## src/rtl/spi_ckdiv_pkg.sv

```systemverilog
// Package: spi_ckdiv_pkg
// Shared widths, control-word layout and law encoding for the serial clock
// divider. Assumes the control word is packed as {select, exponent, linear}.
package spi_ckdiv_pkg;

    localparam int CKD_LIN_W = 8;
    localparam int CKD_EXP_W = 4;
    localparam int CKD_CFG_W = CKD_LIN_W + CKD_EXP_W + 1;
    // Widest terminal count: 2^(2^EXP_W - 1) - 1 or 2^LIN_W - 1.
    localparam int CKD_EXP_CNT_W = (1 << CKD_EXP_W) - 1;
    localparam int CKD_CNT_W = (CKD_EXP_CNT_W > CKD_LIN_W) ? CKD_EXP_CNT_W : CKD_LIN_W;

    typedef enum logic {
        LAW_POW2   = 1'b0,
        LAW_LINEAR = 1'b1
    } ckd_law_e;

    typedef struct packed {
        ckd_law_e               law;
        logic [CKD_EXP_W-1:0]   expo;
        logic [CKD_LIN_W-1:0]   lin;
    } ckd_cfg_t;

endpackage

```

## src/rtl/spi_ckdiv_regs.sv

```systemverilog
// Module: spi_ckdiv_regs
// Holds the software-visible control word and a working copy used by the
// counter. The working copy follows the control word only while no burst
// runs, so settings never change inside a burst.
// Assumes: ctl_we may pulse at any time; burst_en is synchronous to clk.
module spi_ckdiv_regs
    import spi_ckdiv_pkg::*;
(
    input  logic     clk,
    input  logic     rst_n,
    input  logic     ctl_we,
    input  ckd_cfg_t ctl_wdata,
    input  logic     burst_en,
    output ckd_cfg_t work_cfg
);

    ckd_cfg_t ctl_q;
    ckd_cfg_t work_q;

    // Capture a software write into the control word.
    always_ff @(posedge clk) begin
        if (!rst_n) begin
            ctl_q <= '0;
        end else if (ctl_we) begin
            ctl_q <= ctl_wdata;
        end
    end

    // Refresh the working copy only between bursts.
    always_ff @(posedge clk) begin
        if (!rst_n) begin
            work_q <= '0;
        end else if (!burst_en) begin
            work_q <= ctl_q;
        end
    end

    assign work_cfg = work_q;

endmodule

```

## src/rtl/spi_ckdiv_law.sv

```systemverilog
// Module: spi_ckdiv_law
// Turns the working settings into a terminal count (interval minus one)
// under either the linear law or the power-of-two law.
// Assumes: CNT_W is wide enough for 2^(2^EXP_W - 1) - 1 and for 2^LIN_W - 1.
module spi_ckdiv_law
    import spi_ckdiv_pkg::*;
#(
    parameter int LIN_W = CKD_LIN_W,
    parameter int EXP_W = CKD_EXP_W,
    parameter int CNT_W = CKD_CNT_W
) (
    input  logic             law_linear,
    input  logic [LIN_W-1:0] lin_div,
    input  logic [EXP_W-1:0] exp_div,
    output logic [CNT_W-1:0] term
);

    localparam int SHIFT_W = CNT_W + 1;

    logic [CNT_W-1:0]   lin_term;
    logic [SHIFT_W-1:0] pow_span;
    logic [CNT_W-1:0]   pow_term;

    // Linear law: the interval is lin_div + 1, so the terminal count is lin_div.
    generate
        if (CNT_W > LIN_W) begin : g_lin_pad
            assign lin_term = {{(CNT_W-LIN_W){1'b0}}, lin_div};
        end else begin : g_lin_fit
            assign lin_term = lin_div[CNT_W-1:0];
        end
    endgenerate

    // Power-of-two law: the interval is 2^exp_div, so the terminal count is that minus one.
    always_comb begin
        pow_span = SHIFT_W'(1) << exp_div;
        pow_term = CNT_W'(pow_span - SHIFT_W'(1));
    end

    // Pick the law requested by the select bit.
    always_comb begin
        term = law_linear ? lin_term : pow_term;
    end

endmodule

```

## src/rtl/spi_ckdiv_count.sv

```systemverilog
// Module: spi_ckdiv_count
// Divide counter and strobe register. The counter is held at zero while no
// burst runs, climbs to the terminal count, then wraps and raises a one-cycle
// strobe.
// Assumes: term is stable for the whole of a burst.
module spi_ckdiv_count #(
    parameter int CNT_W = 15
) (
    input  logic             clk,
    input  logic             rst_n,
    input  logic             run,
    input  logic [CNT_W-1:0] term,
    output logic [CNT_W-1:0] cnt,
    output logic             tick
);

    logic [CNT_W-1:0] cnt_q;
    logic             tick_q;
    logic             at_term;

    // Compare the count against the end of the interval.
    always_comb begin
        at_term = (cnt_q == term);
    end

    // Advance the count during a burst; clear it at the wrap and while idle.
    always_ff @(posedge clk) begin
        if (!rst_n) begin
            cnt_q <= '0;
        end else if (!run || at_term) begin
            cnt_q <= '0;
        end else begin
            cnt_q <= cnt_q + CNT_W'(1);
        end
    end

    // Register the strobe when the count wraps inside a burst.
    always_ff @(posedge clk) begin
        if (!rst_n) begin
            tick_q <= 1'b0;
        end else begin
            tick_q <= run && at_term;
        end
    end

    assign cnt  = cnt_q;
    assign tick = tick_q;

endmodule

```

## src/rtl/spi_ckdiv.sv

```systemverilog
// Module: spi_ckdiv
// Top of the dual-law serial clock divider. It holds the control word,
// freezes a working copy while a burst runs, works out the terminal count
// and drives the edge strobe for the transfer engine.
// Assumes: burst_en is synchronous to clk; the engine toggles SCK per strobe.
module spi_ckdiv
    import spi_ckdiv_pkg::*;
(
    input  logic                 clk,
    input  logic                 rst_n,
    input  logic                 ctl_we,
    input  logic [CKD_CFG_W-1:0] ctl_wdata,
    input  logic                 burst_en,
    output logic                 sck_tick
);

    ckd_cfg_t               work_cfg;
    logic [CKD_CNT_W-1:0]   term_w;
    logic [CKD_CNT_W-1:0]   cnt_w;

    // Control word and burst-frozen working copy.
    spi_ckdiv_regs u_regs (
        .clk       (clk),
        .rst_n     (rst_n),
        .ctl_we    (ctl_we),
        .ctl_wdata (ckd_cfg_t'(ctl_wdata)),
        .burst_en  (burst_en),
        .work_cfg  (work_cfg)
    );

    // Terminal count from the selected law.
    spi_ckdiv_law #(
        .LIN_W (CKD_LIN_W),
        .EXP_W (CKD_EXP_W),
        .CNT_W (CKD_CNT_W)
    ) u_law (
        .law_linear (work_cfg.law == LAW_LINEAR),
        .lin_div    (work_cfg.lin),
        .exp_div    (work_cfg.expo),
        .term       (term_w)
    );

    // Divide counter and strobe.
    spi_ckdiv_count #(
        .CNT_W (CKD_CNT_W)
    ) u_count (
        .clk   (clk),
        .rst_n (rst_n),
        .run   (burst_en),
        .term  (term_w),
        .cnt   (cnt_w),
        .tick  (sck_tick)
    );

endmodule

```

## config.mk

```make
export PLATFORM = sky130hd
export DESIGN_NAME = spi_ckdiv
export DESIGN_NICKNAME = d
export VERILOG_FILES = /design/src/rtl/spi_ckdiv_pkg.sv /design/src/rtl/spi_ckdiv_regs.sv /design/src/rtl/spi_ckdiv_law.sv /design/src/rtl/spi_ckdiv_count.sv /design/src/rtl/spi_ckdiv.sv
export SDC_FILE = /design/constraint.sdc
export NUM_CORES = 1
export LEC_CHECK = 0
export ABC_CLOCK_PERIOD_IN_PS = 3550
export BUFFER_PORTS_ARGS = -buffer_cell sky130_fd_sc_hd__clkbuf_2
export CORE_ASPECT_RATIO = 1.25
export CORE_MARGIN = 3
export CORE_UTILIZATION = 55
export DETAILED_ROUTE_END_ITERATION = 8
export MAX_ROUTING_LAYER = met4
export PLACE_DENSITY = 0.78
export SYNTH_ARGS = -nofsm -noshare
export SYNTH_HDL_FRONTEND = slang
export SYNTH_HIERARCHICAL = 1
export SYNTH_SLANG_ARGS = --single-unit
```

## constraint.sdc

```tcl
create_clock -name clk -period 3.55 [get_ports clk]
set_input_delay 0.5325 -clock clk [delete_from_list [all_inputs] [get_ports clk]]
set_output_delay 0.5325 -clock clk [all_outputs]
set_load 0.01 [all_outputs]
```

==> impl_metrics.ini <==
[layout]
layout-area-overhead-vs-synth_pct = 6.86
seqCellArea_sq_um = 841
finalNetCount = 260
fin_cells = 293
fin_util = 0.639
multi_input_area_sq_um = 1190
n_fill_cell = 307
drive_gt1_frac = 0.133
diodes = 0

[global_routing]
grt-ovfl-total = 0
grt_usage = 0.176
grt_max_degree = 28
antenna_found_initial = 0
grt_pass1_wl_mm = 6.56
grt_pass1_vias = 1461

[critical_path]
cp-start-kind = flop
cp_cell_sequence = nor2_1 > nand3b_1 > ha_1 > nor4b_1 > a31oi_1 > a21oi_1 > xnor2_1 > nand4_1 > nor4_4 > buf_4 > nor3_1
crit_slowest_cell = dfxtp_1
r2r_setup_slack_ns = 0.66
crit_family = simple AND/OR/NAND/NOR gates
max_stage_delay_ns = 0.55
path_class = reg -> reg
crit_arrival_ns = 3.05
crit_required_ns = 3.71
critPathMaxFanout = 13
critical_path_buf_inv_count = 1
end_kind = flop

[floorplan]
dieArea_sq_um = 4740
die_w_um = 62.2
initial_core_util = 0.598
pin_count = 18
row_count = 24
fp.dieH_um = 76.3
core_area_sq_um = 3630

[sta]
fmax_mhz = 346
rsz0062_at_grt = no
skew_ns = 0.00501
tightestPinTransition_ns = 0.583
finalHoldViolCount = 0
relSlewSlack = 0.611
hold_ws_ns = 0.491
setup_viol = 0
finalSetupTns_ns = 0
drv_slew = 0
finalWorstSetupSlack_ns = 0.658
finalCritPeriodShare = 0.815
fin_crit_ns = 2.89

[logic_synthesis]
synth_top_area_cell = dfxtp_1
synth_most_common_cell = dfxtp_1
synth_async_sr_flop_share = 0
synth_area_sq_um = 2170
synthCells = 231
synth_top_area_share = 0.387
avgSynthCellArea_sq_um = 9.40
yosys-top-cells-count = dfxtp_1 (42), nor2b_1 (28), xnor2_1 (27)
ys_types = 38
synth-seq-area-share = 0.387
synth_nets = 250
ys_ff_latch = 42
synthFlopType = dfxtp_1
ys_warn_count = 6
synth_area_leaders = dfxtp_1 (39%), mux2i_1 (12%), xnor2_1 (11%)
synth_edf_count = 0

[pwr]
p_int_uw = 774
vdd_drop_max_uv = 287
comb_power_share = 0.127
power_density_nw_per_um2 = 434
leakagePower_nw = 0.819
p_seq_frac = 0.499
power.switching_uw = 233
swShare = 0.232
clkPwrFrac = 0.374

[route]
detail-route-antenna-nets = 0
drc_errors = 0
drt_iter0_drc = 61
vias_per_cell = 5.26
dr.pass1.iters = 4
wire_per_inst_um = 12.5
vias = 1542
wirelength_mm = 3.67

[outcome]
status = finished clean

[placement]
gp_congestion = 0.814
post-place-ws_ns = 0.668
hpwlAfterDp_mm = 2.65
io_buffers = 17
placed_cells = 286

[clocking]
clk_pin_slew_ns = 0.07
ctsHoldBuffers = 0
cts_tree = yes
cts_setup_buffers = 0
numClockSinks = 42
numCtsBuffers = 5
cts.htree.levels = 2
clockRootBuffer = clkbuf_8
cts_resized = 0
clock_path_buffers = 2
clk_latency_ns = 0.29

[hold_path]
hp-class = in -> reg

[run]
cap_violations = 0
-- path summary, 6_finish.rpt --
kind,start,to,depth (start not counted)
setup reg to reg,u_regs/work_cfg[11]$_SDFFE_PN0N_,u_count/cnt[12]$_SDFF_PP0_,11
setup / recovery,u_regs/work_cfg[11]$_SDFFE_PN0N_,u_count/cnt[12]$_SDFF_PP0_,11
hold / removal,ctl_wdata[0],u_regs/ctl_q[0]$_SDFFE_PN0P_,3
hold reg to reg,u_regs/ctl_q[3]$_SDFFE_PN0P_,u_regs/ctl_q[3]$_SDFFE_PN0P_,2
-- state kept, by name, summed over array words and instances, names as in the netlist --
name,cells
u_count/tick,1
u_regs/work_cfg,13
u_count/cnt,15
u_regs/ctl_q,13
-- per-stage QoR --
| step | area, sq um | power [mW] |
|---|---|---|
| floorplan | 2170 | 0.623 |
| global placement | 2210 | 0.639 |
| detailed placement | 2210 | 0.643 |
| CTS | 2320 | 1.02 |
| global route | 2320 | 1.06 |
| finish | 2320 | 1.01 |
-- layout make-up --
class                   count  area share
flip-flops and latches     42       0.362
inverters                   6     0.00970
well taps                  52      0.0280
repair buffers             18      0.0399
clock inverters             1      0.0129
multi-input cells         168       0.512
clock buffers               6      0.0356
-- routing by layer --
layer | global-route usage | part of all wire
met2 | 0.282 | 0.49
met5 | - | 0
met1 | 0.206 | 0.45
met3 | 0.0457 | 0.032
met4 | 0.0819 | 0.020
-- power by group through the flow --
stage / Sequential, mW / Combinational (mW) / Clock (mW)
after floorplan: 0.507 / 0.116 / 0
after global routing: 0.505 / 0.143 / 0.408
after global placement: 0.513 / 0.126 / 0
after detailed placement: 0.514 / 0.129 / 0
after CTS: 0.502 / 0.130 / 0.389
final: 0.503 / 0.128 / 0.377
-- cell usage in the layout, fill, tap and decap left out, types with 2 or more instances in the layout --
master    Yosys  routed
a21oi_1       4       4
clkbuf_2      0      17
clkbuf_8      0       6
dfxtp_1      42      42
ha_1          2       2
inv_1         6       6
mux2i_1      26      26
nand2_1      12      12
nand3_1       4       4
nand4_1       6       6
nor2_1       13      13
nor2b_1      28      28
nor3_1       21      21
o21ai_0       4       4
xnor2_1      27      27
-- cells by family after synthesis --
family                     Yosys count  synth area share
AOI/OAI and AO/OA                   16            0.0495
xor gates and xnor gates            28             0.113
adders and majority gates            2            0.0115
buffers and inverters               21            0.0662
DFF                                 42             0.387
muxes                               27             0.125
and+or+nand+nor                     95             0.248
-- tightest hold or removal path, stage by stage --
cell and delay, ns:
clkbuf_2 0.07, mux2i_1 0.05, nor2b_1 0.09
Power figures use the tool's default switching activity.
